--- config.mk ---
export PLATFORM = sky130hd
export DESIGN_NAME = iir2_folded
export DESIGN_NICKNAME = d
export VERILOG_FILES = /design/src/rtl/iir2_pkg.sv /design/src/rtl/iir2_sched.sv /design/src/rtl/iir2_cmul.sv /design/src/rtl/iir2_add.sv /design/src/rtl/iir2_regfile.sv /design/src/rtl/iir2_folded.sv
export SDC_FILE = /design/constraint.sdc
export NUM_CORES = 1
export LEC_CHECK = 0
export BUFFER_PORTS_ARGS = -buffer_cell sky130_fd_sc_hd__clkbuf_2
export CELL_PAD_IN_SITES_DETAIL_PLACEMENT = 0
export CELL_PAD_IN_SITES_GLOBAL_PLACEMENT = 1
export CORE_MARGIN = 2
export CORE_UTILIZATION = 40
export CTS_BUF_LIST = sky130_fd_sc_hd__clkbuf_4 sky130_fd_sc_hd__clkbuf_8
export CTS_CLUSTER_SIZE = 40
export DETAILED_ROUTE_END_ITERATION = 6
export HOLD_SLACK_MARGIN = 0.1
export PLACE_DENSITY_LB_ADDON = 0.15
export SYNTH_ARGS = -nofsm -noshare
export SYNTH_HDL_FRONTEND = slang
export SYNTH_SLANG_ARGS = --single-unit
--- constraint.sdc ---
create_clock -name clk -period 7.5 [get_ports clk]
set_input_delay 1.5 -clock clk [delete_from_list [all_inputs] [get_ports clk]]
set_output_delay 1.5 -clock clk [all_outputs]
set_load 0.02 [all_outputs]
--- src/rtl/iir2_pkg.sv ---
// Shared constants and types for the folded second-order filter.
// Assumes a fixed six-slot schedule: one multiplier issue per slot.
package iir2_pkg;
    localparam int PERIOD    = 6;
    localparam int SLOT_W    = $clog2(PERIOD);
    localparam int MEM_DEPTH = 2;
    localparam int MEM_AW    = (MEM_DEPTH > 1) ? $clog2(MEM_DEPTH) : 1;

    typedef logic [SLOT_W-1:0] slot_t;
    typedef logic [MEM_AW-1:0] maddr_t;

    // Slot names follow the product issued to the multiplier in that slot.
    localparam slot_t S_B1      = slot_t'(0); // 0.3*s1; add A1+A2 of previous sample
    localparam slot_t S_B2      = slot_t'(1); // 0.2*s2; add A0+(A1+A2) of previous sample
    localparam slot_t S_C0      = slot_t'(2); // 5*x; park B1; capture previous y
    localparam slot_t S_A1      = slot_t'(3); // 0.4*s1; add B1+B2
    localparam slot_t S_A2      = slot_t'(4); // 0.6*s2; add C0+(B1+B2) -> w
    localparam slot_t S_A0      = slot_t'(5); // 0.7*w; park A1; shift state
    localparam slot_t SLOT_LAST = slot_t'(PERIOD - 1);

    localparam maddr_t MEM_B1 = maddr_t'(0);
    localparam maddr_t MEM_A1 = maddr_t'(1);
endpackage

--- src/rtl/iir2_sched.sv ---
// Cyclic schedule controller: free-running slot counter plus period flags.
// Assumes the upstream source holds in_valid/in_data until in_ready.
// live marks the current period as carrying a sample; prev_live marks
// the period before it, whose tail operations run in slots 0..2.
module iir2_sched
    import iir2_pkg::*;
(
    input  logic  clk,
    input  logic  rst_n,
    input  logic  in_valid,
    output slot_t slot,
    output logic  in_ready,
    output logic  fire,
    output logic  live,
    output logic  prev_live
);

    assign in_ready = (slot == S_B1);
    assign fire     = in_valid & in_ready;

    // Advance the slot counter every cycle, wrapping at the period end.
    always_ff @(posedge clk) begin
        if (!rst_n) begin
            slot <= '0;
        end else if (slot == SLOT_LAST) begin
            slot <= '0;
        end else begin
            slot <= slot + 1'b1;
        end
    end

    // Record at each period start whether a sample entered and age the flag.
    always_ff @(posedge clk) begin
        if (!rst_n) begin
            live      <= 1'b0;
            prev_live <= 1'b0;
        end else if (in_ready) begin
            live      <= in_valid;
            prev_live <= live;
        end
    end

    assert_wrap_R1: assert property (@(posedge clk) disable iff (!rst_n)
        (slot == SLOT_LAST) |=> (slot == S_B1));

    assert_ready_gap_R1: assert property (@(posedge clk) disable iff (!rst_n)
        in_ready |=> !in_ready);

endmodule

--- src/rtl/iir2_cmul.sv ---
// Shared constant-coefficient multiplier, two pipeline stages, one issue
// per cycle. Operand is Q3.15 (IN_W bits); coefficient has C_FRAC
// fraction bits. The result is rounded half-up back to the operand format
// and wraps on overflow (no saturation).
module iir2_cmul #(
    parameter int IN_W   = 18,
    parameter int C_W    = 16,
    parameter int C_FRAC = 12
) (
    input  logic                   clk,
    input  logic                   rst_n,
    input  logic signed [IN_W-1:0] opnd,
    input  logic signed [C_W-1:0]  coef,
    output logic signed [IN_W-1:0] res
);
    localparam int P_W = IN_W + C_W;
    localparam logic signed [P_W-1:0] HALF = P_W'(1) <<< (C_FRAC - 1);

    logic signed [IN_W-1:0] opnd_q;
    logic signed [C_W-1:0]  coef_q;
    logic signed [P_W-1:0]  prod;
    logic signed [P_W-1:0]  rnd;

    // Stage 1: register the issued operand pair.
    always_ff @(posedge clk) begin
        if (!rst_n) begin
            opnd_q <= '0;
            coef_q <= '0;
        end else begin
            opnd_q <= opnd;
            coef_q <= coef;
        end
    end

    assign prod = P_W'(opnd_q) * P_W'(coef_q);
    assign rnd  = prod + HALF;

    // Stage 2: register the rounded, rescaled product.
    always_ff @(posedge clk) begin
        if (!rst_n) begin
            res <= '0;
        end else begin
            res <= rnd[C_FRAC +: IN_W];
        end
    end

endmodule

--- src/rtl/iir2_add.sv ---
// Shared adder, one register stage, one issue per cycle, wrapping sum.
module iir2_add #(
    parameter int W = 18
) (
    input  logic                clk,
    input  logic                rst_n,
    input  logic signed [W-1:0] a,
    input  logic signed [W-1:0] b,
    output logic signed [W-1:0] sum
);

    // Register the wrapped sum of the two issued operands.
    always_ff @(posedge clk) begin
        if (!rst_n) begin
            sum <= '0;
        end else begin
            sum <= a + b;
        end
    end

endmodule

--- src/rtl/iir2_regfile.sv ---
// Small register file for intermediates that outlive a direct link.
// One write port, one combinational read port; cleared by reset.
module iir2_regfile #(
    parameter int W     = 18,
    parameter int DEPTH = 2,
    parameter int AW    = 1
) (
    input  logic          clk,
    input  logic          rst_n,
    input  logic          we,
    input  logic [AW-1:0] waddr,
    input  logic [W-1:0]  wdata,
    input  logic [AW-1:0] raddr,
    output logic [W-1:0]  rdata
);
    logic [W-1:0] mem [DEPTH];

    // Write the addressed entry; clear every entry on reset.
    always_ff @(posedge clk) begin
        if (!rst_n) begin
            for (int i = 0; i < DEPTH; i++) mem[i] <= '0;
        end else if (we) begin
            mem[waddr] <= wdata;
        end
    end

    assign rdata = mem[raddr];

endmodule

--- src/rtl/iir2_folded.sv ---
// Folded second-order recursive filter: one shared multiplier, one shared
// adder and a two-entry register file under a six-slot cyclic schedule.
// Assumes ACC_W >= DATA_W and that both share the same fraction width.
// Result of a sample taken in slot 0 leaves in slot 3 of the next period.
module iir2_folded
    import iir2_pkg::*;
#(
    parameter int DATA_W    = 16,
    parameter int ACC_W     = 18,
    parameter int COEF_W    = 16,
    parameter int COEF_FRAC = 12,
    parameter logic signed [COEF_W-1:0] K_C0 = 16'sd20480,
    parameter logic signed [COEF_W-1:0] K_B1 = 16'sd1229,
    parameter logic signed [COEF_W-1:0] K_B2 = 16'sd819,
    parameter logic signed [COEF_W-1:0] K_A1 = 16'sd1638,
    parameter logic signed [COEF_W-1:0] K_A2 = 16'sd2458,
    parameter logic signed [COEF_W-1:0] K_A0 = 16'sd2867
) (
    input  logic              clk,
    input  logic              rst_n,
    input  logic              in_valid,
    output logic              in_ready,
    input  logic [DATA_W-1:0] in_data,
    output logic              out_valid,
    output logic [DATA_W-1:0] out_data
);
    localparam int EXT_W = ACC_W - DATA_W;

    slot_t slot;
    logic  fire, live, prev_live;

    logic        [DATA_W-1:0] x_q;
    logic signed [ACC_W-1:0]  x_ext;
    logic signed [ACC_W-1:0]  s1_q, s2_q;
    logic signed [ACC_W-1:0]  mul_a, mul_res;
    logic signed [COEF_W-1:0] mul_c;
    logic signed [ACC_W-1:0]  add_a, add_b, add_res;
    logic                     mem_we;
    maddr_t                   mem_waddr, mem_raddr;
    logic        [ACC_W-1:0]  mem_rdata;

    iir2_sched u_sched (
        .clk       (clk),
        .rst_n     (rst_n),
        .in_valid  (in_valid),
        .slot      (slot),
        .in_ready  (in_ready),
        .fire      (fire),
        .live      (live),
        .prev_live (prev_live)
    );

    iir2_cmul #(.IN_W(ACC_W), .C_W(COEF_W), .C_FRAC(COEF_FRAC)) u_cmul (
        .clk   (clk),
        .rst_n (rst_n),
        .opnd  (mul_a),
        .coef  (mul_c),
        .res   (mul_res)
    );

    iir2_add #(.W(ACC_W)) u_add (
        .clk   (clk),
        .rst_n (rst_n),
        .a     (add_a),
        .b     (add_b),
        .sum   (add_res)
    );

    iir2_regfile #(.W(ACC_W), .DEPTH(MEM_DEPTH), .AW(MEM_AW)) u_mem (
        .clk   (clk),
        .rst_n (rst_n),
        .we    (mem_we),
        .waddr (mem_waddr),
        .wdata (mul_res),
        .raddr (mem_raddr),
        .rdata (mem_rdata)
    );

    assign x_ext = {{EXT_W{x_q[DATA_W-1]}}, x_q};

    // Capture the accepted input sample for its slot-2 multiply.
    always_ff @(posedge clk) begin
        if (!rst_n) begin
            x_q <= '0;
        end else if (fire) begin
            x_q <= in_data;
        end
    end

    // Pick the multiplier operand and coefficient for this slot.
    always_comb begin
        unique case (slot)
            S_B1:    begin mul_a = s1_q;    mul_c = K_B1; end
            S_B2:    begin mul_a = s2_q;    mul_c = K_B2; end
            S_C0:    begin mul_a = x_ext;   mul_c = K_C0; end
            S_A1:    begin mul_a = s1_q;    mul_c = K_A1; end
            S_A2:    begin mul_a = s2_q;    mul_c = K_A2; end
            default: begin mul_a = add_res; mul_c = K_A0; end
        endcase
    end

    // Pick adder operands: parked product + fresh product, or fresh product + last sum.
    always_comb begin
        unique case (slot)
            S_B1, S_A1: begin add_a = $signed(mem_rdata); add_b = mul_res; end
            S_B2, S_A2: begin add_a = mul_res;            add_b = add_res; end
            default:    begin add_a = '0;                 add_b = '0;      end
        endcase
    end

    // Park B1 (ready in slot 2) and A1 (ready in slot 5); read them a cycle later.
    assign mem_we    = live & ((slot == S_C0) | (slot == S_A0));
    assign mem_waddr = (slot == S_C0) ? MEM_B1 : MEM_A1;
    assign mem_raddr = (slot == S_A1) ? MEM_B1 : MEM_A1;

    // Shift the delay line once per accepted sample, when w leaves the adder.
    always_ff @(posedge clk) begin
        if (!rst_n) begin
            s1_q <= '0;
            s2_q <= '0;
        end else if (live && slot == S_A0) begin
            s1_q <= add_res;
            s2_q <= s1_q;
        end
    end

    // Capture y of the previous period's sample and raise its strobe.
    always_ff @(posedge clk) begin
        if (!rst_n) begin
            out_valid <= 1'b0;
            out_data  <= '0;
        end else if (slot == S_C0 && prev_live) begin
            out_valid <= 1'b1;
            out_data  <= add_res[DATA_W-1:0];
        end else begin
            out_valid <= 1'b0;
        end
    end

    assert_out_pulse_R5: assert property (@(posedge clk) disable iff (!rst_n)
        out_valid |=> !out_valid);

    assert_out_slot_R5: assert property (@(posedge clk) disable iff (!rst_n)
        out_valid |-> (slot == S_A1));

    assert_state_quiet_R4: assert property (@(posedge clk) disable iff (!rst_n)
        (slot != S_A0) |=> ($stable(s1_q) && $stable(s2_q)));

    assert_state_shift_R4: assert property (@(posedge clk) disable iff (!rst_n)
        !$stable(s2_q) |-> (s2_q == $past(s1_q)));

    assert_reset_clear_R7: assert property (@(posedge clk) disable iff (!rst_n)
        $past(!rst_n) |-> (!out_valid && slot == S_B1 && s1_q == '0 && s2_q == '0));

endmodule

Word-level counts from Yosys, hierarchy flattened
Memory sizes are Yosys's and may differ from the RTL's.
Index checks and enable logic that the tools add are counted.

word-level totals
  register bits = 143
  bits in latches = 0
  RAM bits = 36
  bits in read-only memories = 0
  bits of input ports = 19
  output and inout bits = 18
  word-level logic and storage cells = 47
  memories kept = 1

cells by class
  add/subtract/negate cells = 3
  multipliers = 1
  div/mod/pow operators = 0
  magnitude comparators = 0
  equal/unequal tests = 5
  shift operators = 0
  muxes and demuxes = 14
  bitwise logic cells = 4
  reduce and logical (&&, ||, !) cells = 7

memory list
  name       depth  width  rd ports  clocked after memory_dff  wr ports  line                source
  u_mem.mem  2      18     1         0                         2         iir2_regfile.sv:16  logic [W-1:0] mem [DEPTH];

operators by type and width
  cell                                                               count
  15-bit case mux with 5 select lines                                1
  18-bit case mux with 2 select lines                                2
  18-bit case mux with 3 select lines                                1
  30-bit by 13-bit adder with 30-bit output (second input constant)  1
  18-bit by 16-bit multiplier with 30-bit output                     1
  18-bit adder                                                       1
  18-bit two-way mux                                                 1
  18-bit OR reduction                                                1
  1-bit two-way mux                                                  9
  3-bit by 2-bit == test with 1-bit output (second input constant)   2
  3-bit == test (second input constant)                              2
  2-bit OR reduction                                                 3
  3-bit by 1-bit adder with 3-bit output (second input constant)     1
  3-bit by 1-bit == test with 1-bit output (second input constant)   1
  3-bit logical NOT                                                  1
  1-bit bitwise AND                                                  2
  1-bit logical AND                                                  2
  1-bit NOT                                                          1
  1-bit OR                                                           1

Depth between registers and ports, before layout
Gate-level depths: netlist (run 1).

  depth in word-level cells = 8
  depth in mapped cells = 22
  mapped depth without buffers = 21

Hierarchy
From an unflattened synthesis (run 1), not the netlist that was laid out.

second synthesis, totals
  cell total of the unflattened synthesis = 1929
  area, all modules = 18278.8 sq um

modules (own cells, without submodules)
  module        instances  cells an instance  area an instance (sq um)  seq. area each (sq um)
  iir2_cmul     1          1205               11145.7                   1041.0
  iir2_folded   1          434                3848.7                    1381.3
  iir2_regfile  1          104                1687.9                    1081.0
  iir2_add      1          163                1357.6                    360.3
  iir2_sched    1          23                 239.0                     100.1

Worst setup path after synthesis (run 1)
Ideal clock, no wire load.

  path kind = reg2reg
  from = reg u_cmul.coef_q[10]
  to = reg u_cmul.res[16]
  setup time = 0.121 ns
  data arrival time = 5.863 ns
  required time = 7.379 ns
  slack = 1.515 ns
  stages on the path, launching flop included = 23
  buffers on the path = 2
  clock period less this slack = 5.985 ns
  cell sequence = dfxtp_1 > clkbuf_1 > buf_1 > nand2_1 > inv_1 > fa_1 > inv_1 > fa_1 > fa_1 > inv_1 > fa_1 > fa_1 > inv_1 > fa_1 > inv_1 > ha_1 > a21o_1 > a2111oi_0 > a221o_1 > a41oi_1 > a41oi_2 > o21bai_1 > mux2i_1

between the ends
  word-level cells in the longest chain between the ends = 2

RTL lines
  item                                            line             source
  start: declaration                              iir2_cmul.sv:20  logic signed [C_W-1:0] coef_q;
  start signal: assignment                        iir2_cmul.sv:31  coef_q <= coef;
  18-bit by 16-bit multiplier with 30-bit output  iir2_cmul.sv:35  assign prod = P_W'(opnd_q) * P_W'(coef_q);
  30-bit by 13-bit adder with 30-bit output       iir2_cmul.sv:36  assign rnd = prod + HALF;
  end signal: assignment                          iir2_cmul.sv:43  res <= rnd[C_FRAC +: IN_W];
  end: declaration                                iir2_cmul.sv:14  output logic signed [IN_W-1:0] res

No other way between the ends.
A chain may end at the register's enable or synchronous reset.

Worst setup path in the final report (run 1)
  from = reg u_cmul.coef_q[1]
  to = reg u_cmul.res[16]

The elaborated chain is that of the path after synthesis.

==> flow_summary.yaml, run 1 <==
status:
  status: "complete, no violations"
setup_path:
  r2r_slack_ps: 880
  reg2reg_depth: 18
  crit_arrival_ps: 7020
  crit_chain: "and2_1, fa_1, inv_1, fa_1, inv_1, fa_1, fa_1, fa_1, inv_1, fa_1, inv_1, ha_1, o21ai_0, a221o_1, a41oi_1, a41oi_2, o21bai_1, mux2i_1"
  cp.required_ps: 7900
  reg2reg_from: "u_cmul.coef_q[1]"
  reg2reg_to: "u_cmul.res[16]"
  path_max_fanout: 18
  cpMostUsedCell: "fa_1"
  max_stage_delay_ps: 970
  critPathSlowestCell: "dfxtp_1"
  worstSetupPathType: "register to register"
  cp-start-kind: "register"
  startpoint: "u_cmul.coef_q[1]"
  crit_path_end_kind: "register"
final_layout:
  nFillCells: 3967
  seq_area_sq_um: 3804
  fin_nets: 2130
  multi_input_area_sq_um: 10390
  area_growth_pct: 6.567
  drive_gt1_share_pct: 5.213
  antenna_cells: 0
  final_cells: 2302
  final_area_sq_um: 16890
logic_synthesis:
  ys_ff_latch: 172
  syn_area_sq_um: 15850
  ys_seq_area_share_pct: 23.99
  ys_warn_count: 0
  synthTopCellsByCount: "inv_1, nand2_1, fa_1"
  synthCells: 1780
  yosysMostFrequentCell: "inv_1"
  avgSynthCellArea_sq_um: 8.906
  async_reset_ff_share_pct: 0
  yosysUniqueCellTypes: 64
  synth_edf_count: 36
  synth_ff_type: "dfxtp_1"
  synth.top_cell.area_share_pct: 27.53
  synthTopCellsByArea: "fa_1, dfxtp_1, ha_1, inv_1, edfxtp_1"
  syn_nets: 2139
  yosys.area.top_type: "fa_1"
cts:
  cts-resized-gates: 0
  clockBufferDepth: 2
  cts_hold_buf: 0
  clockRootBuffer: "clkbuf_8"
  tritoncts: "done"
  cts_setup_buffers: 0
  cts_sinks: 172
  cts_made_buffers: 17
  clk_pin_slew_ps: 100
  clock_latency_ps: 460
  cts-htree-levels: 4
place:
  dp_cells: 2270
  numPortBuffers: 36
  post-dp-hpwl_mm: 33.69
  gp_congestion: 0.8548
  placed_cell_area_sq_um: 16510
detailed_routing:
  drt_iter0_drc: 658
  drt-wirelength-per-cell_um: 18.64
  wirelength_mm: 42.90
  vias: 11680
  post_drt_via_cell_ratio: 5.074
  dr.pass1.iters: 7
  route.detailed.drc: 0
  final_antenna_net_count: 0
sta:
  setup_viol: 0
  final.setup_skew_ps: 16.40
  timing.slew.headroom_pct: 31.89
  slew_violations: 0
  clock.fmax_mhz: 151.1
  hold_violations: 0
  min_period_ps: 6620
  worst_slew_pin_slew_ps: 1022
  rsz0062_at_grt: "false"
  timing.setup.tns_ps: 0
  timing.final.crit_share_pct: 88.26
grt:
  grt_max_degree: 94
  antenna_found_initial: 1
  gr-total-overflow: 0
  grt_pass1_vias: 12210
  track_usage_pct: 22.13
  grt_pass1_wl_mm: 70.41
die:
  coreArea_sq_um: 38920
  start_util_pct: 40.73
  chipWidth_um: 203.1
  ios: 37
  die_y_um: 203.1
  rows: 72
  die_area_sq_um: 41240
power:
  powerDensity_nw_per_um2: 163.1
  total_power_uw: 2756
  leakage_uw: 0.008404
  peakVddDrop_mv: 0.1024
min_path:
  hp-class: "register to register"
  min_to: "s2_q[15]"
  min_from: "s2_q[15]"
  hold_path_depth: 2
job:
  drv_cap: 0
## power by group
| part | total, uW | internal [uW] | switching (uW) |
|---|---|---|---|
| combinational | 907 | 352 | 555 |
| sequential | 1190 | 1020 | 165 |
| clock | 660 | 289 | 371 |
| total | 2760 | 1670 | 1090 |
## cells by family after synthesis
family,after synthesis,share of synthesized area [%]
XOR/XNOR,43,2.644
AO/OA/AOI/OAI,238,10.23
buffers and inverters,441,10.50
flip-flops,172,23.99
AND/OR/NAND/NOR,542,15.23
adder cells (fa/ha/maj),340,37.16
multiplexers,4,0.2526
## registers in the layout, indices dropped and copies added (netlist names), 3 cells and up
signal	count
u_cmul.res	18
u_add.sum	18
s2_q	18
out_data	16
u_sched.slot	3
s1_q	18
u_cmul.opnd_q	18
u_mem.mem	36
x_q	16
u_cmul.coef_q	8
## worst max path at each step
stage,to,slack [ps],depth (start not counted)
final,u_cmul.res[16],880,18
after global routing,u_cmul.res[16],410,19
after detailed placement,u_cmul.res[16],910,18
after global placement,u_cmul.res[16],980,18
after CTS,u_cmul.res[16],880,18
after floorplan,u_cmul.res[16],1520,22
## layout make-up
class	count	share of cell area (%)
Clock buffer	19	1.548
Timing Repair Buffer	53	1.822
Sequential cell	172	22.52
Multi-Input combinational cell	1167	61.52
Tap cell	518	3.836
Inverter	360	8.014
Clock inverter	13	0.7480
## layer usage
| metal | GRT usage, % | share of wire (%) | vias up |
|---|---|---|---|
| li1 | - | - | 5586 |
| met1 | 31.05 | 46 | 5777 |
| met2 | 35.75 | 47 | 275 |
| met3 | 3.708 | 4.9 | 43 |
| met4 | 5.240 | 2.0 | 0 |
| met5 | 0 | 0 | - |
## layout by cell type (no fill, tap or decap), types with 3 or more instances in the layout
cell type / Yosys / routed
a21o_1: 11 / 11
nand4_1: 6 / 6
and4_1: 3 / 3
o21ai_0: 16 / 14
nand3_1: 11 / 11
a22oi_1: 21 / 21
nand2b_1: 6 / 6
dfxtp_1: 136 / 136
ha_1: 122 / 122
nor2b_1: 7 / 7
a222oi_1: 15 / 15
o21a_1: 5 / 5
and2_1: 72 / 72
a21oi_1: 93 / 93
clkbuf_8: 0 / 19
o21bai_1: 7 / 7
and3_1: 25 / 25
inv_6: 0 / 6
nor3_1: 13 / 13
a221oi_1: 18 / 18
edfxtp_1: 36 / 36
nor4_1: 6 / 6
clkbuf_2: 0 / 36
nor2_1: 114 / 114
xor2_1: 18 / 18
a211oi_1: 19 / 19
mux2i_1: 4 / 4
fa_1: 218 / 218
xnor2_1: 22 / 22
buf_4: 0 / 17
a31oi_1: 4 / 4
inv_1: 360 / 359
nand2_1: 271 / 271
clkinv_2: 0 / 3
## worst max-delay path, delay by kind of cell (launching register included)
kind	cells	cell delay, ps
adder cells (fa/ha/maj)	7	3220
AO/OA/AOI/OAI	5	1400
flip-flops	1	970
buffers and inverters	4	420
AND/OR/NAND/NOR	1	360
multiplexers	1	190
## per-stage QoR
stage	hold WS, ps	utilization (%)	setup slack [ps]
6_report	457.5	43.41	880.3
5_1_grt	474.9	43.41	407.0
4_1_cts	460.7	43.41	878.4
3_5_place_dp	447.2	42.41	914.0
3_3_place_gp	441.7	42.41	982.9
2_1_floorplan	435.7	-	1515
(Power assumes the default switching activity.)
==> run 2: changes to the inputs <==
--- a/config.mk
+++ b/config.mk
@@ -14,7 +14,7 @@
 export CTS_CLUSTER_SIZE = 40
 export DETAILED_ROUTE_END_ITERATION = 6
 export HOLD_SLACK_MARGIN = 0.1
-export PLACE_DENSITY_LB_ADDON = 0.15
+export PLACE_DENSITY_LB_ADDON = 0.25
 export SYNTH_ARGS = -nofsm -noshare
 export SYNTH_HDL_FRONTEND = slang
 export SYNTH_SLANG_ARGS = --single-unit
==> run 2 against run 1 <==
Against the previous run:
- non-clock buffer count shrank 3
- global-route usage fell by 1.3 points
- critical path depth up 1
- register-to-register slack better by 60 ps
- die area is the same
==> flow_summary.yaml, run 2 (synthesis gave the netlist of run 1 again) <==
setup_path:
  max_stage_delay_ps: 860
  startpoint: "u_cmul.coef_q[7]"
  crit_path_end_kind: "register"
  critPathCapture: "u_cmul.res[16]"
  r2r_slack_ps: 950
  crit_chain: "nand2_1, inv_1, fa_1, inv_1, fa_1, inv_1, fa_1, fa_1, fa_1, inv_1, fa_1, inv_1, ha_1, o21ai_0, a221o_1, a41oi_1, a41oi_2, o21bai_1, mux2i_1"
  cp.required_ps: 7910
  worstSetupPathType: "register to register"
  crit_arrival_ps: 6970
  critPathSlowestCell: "dfxtp_1"
  reg2reg_from: "u_cmul.coef_q[7]"
  cpMostUsedCell: "fa_1"
  reg2reg_depth: 19
  reg2reg_to: "u_cmul.res[16]"
  cp-start-kind: "register"
  path_max_fanout: 18
die:
  die_y_um: 203.1
  coreArea_sq_um: 38920
  rows: 72
  start_util_pct: 40.73
  ios: 37
  die_area_sq_um: 41240
  chipWidth_um: 203.1
power:
  peakVddDrop_mv: 0.1227
  powerDensity_nw_per_um2: 163.4
  switchingPower_uw: 1086
  power.internal_uw: 1677
  leakage_uw: 0.008389
  seq_power_share_pct: 42.9
  p_clk_share_pct: 25.2
  p_comb_share_pct: 32.0
  total_power_uw: 2763
  sw_frac_of_total_pct: 39.30
place:
  dpl_worst_slack_ps: 980.1
  numPortBuffers: 36
  post-dp-hpwl_mm: 32.23
  gp_congestion: 0.8366
sta:
  setup_ws_ps: 945.3
  timing.slew.headroom_pct: 23.92
  hold_slack_ps: 460.5
  hold_violations: 0
  final.setup_skew_ps: 17.19
  worst_slew_pin_slew_ps: 1135
  clock.fmax_mhz: 152.6
  min_period_ps: 6555
  timing.setup.tns_ps: 0
  timing.final.crit_share_pct: 87.40
  setup_viol: 0
  rsz0062_at_grt: "false"
  slew_violations: 0
grt:
  grt_max_degree: 64
  gr-total-overflow: 0
  track_usage_pct: 20.88
  grt_pass1_wl_mm: 66.48
  grt_pass1_vias: 11890
  antenna_found_initial: 0
cts:
  cts-htree-levels: 4
  clk_pin_slew_ps: 110
  clock_latency_ps: 480
  clockRootBuffer: "clkbuf_8"
  clockBufferDepth: 2
  cts_hold_buf: 0
  tritoncts: "done"
  cts_setup_buffers: 0
  cts_sinks: 172
  cts-resized-gates: 0
  cts_made_buffers: 17
detailed_routing:
  drt_iter0_drc: 880
  final_antenna_net_count: 0
  vias: 11660
  drt-wirelength-per-cell_um: 17.96
  route.detailed.drc: 0
  wirelength_mm: 41.30
  post_drt_via_cell_ratio: 5.072
  dr.pass1.iters: 5
final_layout:
  regMostFlops: "u_mem.mem"
  largest_reg_flops: 36
  area_growth_pct: 6.677
  final_core_util_pct: 43.45
  final_common_cell: "inv_1"
  fin_nets: 2127
  final_cell_mix: "inv_1, nand2_1, fa_1, dfxtp_1, ha_1"
  antenna_cells: 0
  drive_gt1_share_pct: 5.222
status:
  status: "complete, no violations"
min_path:
  hold_path_depth: 2
  hp-class: "register to register"
job:
  drv_cap: 0
[run 2: power groups by stage]
| stage | clock, uW | sequential, uW | combinational (uW) |
|---|---|---|---|
| after floorplan | 0 | 1100 | 685 |
| after global placement | 0 | 1210 | 886 |
| after detailed placement | 0 | 1200 | 887 |
| after CTS | 714 | 1190 | 899 |
| after global routing | 744 | 1200 | 1010 |
| final | 695 | 1190 | 883 |
[run 2: cell type report]
cell class | instances | area (sq um)
Fill cell | 3921 | 22010
Multi-Input combinational cell | 1167 | 10410
Sequential cell | 172 | 3804
Inverter | 360 | 1354
Tap cell | 518 | 648.1
Timing Repair Buffer | 50 | 285.3
Clock buffer | 17 | 234.0
Clock inverter | 15 | 181.4
[run 2: metal layers]
| layer | GRT usage [%] | wire (um) | vias up |
|---|---|---|---|
| li1 | - | - | 5582 |
| met1 | 29.40 | 18980 | 5748 |
| met2 | 33.72 | 19420 | 293 |
| met3 | 3.291 | 2238 | 37 |
| met4 | 5.031 | 658 | 0 |
| met5 | 0 | 0 | - |
[run 2: stage by stage]
step	std cells	cell area [sq um]
after global routing	2299	16910
final	2299	16910
after CTS	2299	16910
after detailed placement	2267	16500
after global placement	2267	16500
after floorplan	1780	15850
[run 2: how the worst min path moves through the flow]
stage                  start  endpoint  slack [ps]
floorplan             x_q[0]    x_q[0]         440
detailed placement   s2_q[4]   s2_q[4]         450
global placement     s2_q[5]   s2_q[5]         440
finish              s2_q[10]  s2_q[10]         460
CTS                  s2_q[4]   s2_q[4]         460
global route         s2_q[7]   s2_q[7]         480
[run 2: worst max-delay path, delay by kind of cell (launching register included)]
family                     cells  cell delay [ps]
adders and majority gates      7             3230
AOI/OAI and AO/OA              5             1370
DFF                            1              860
buffers and inverters          5              610
muxes                          1              220
and+or+nand+nor                1              190
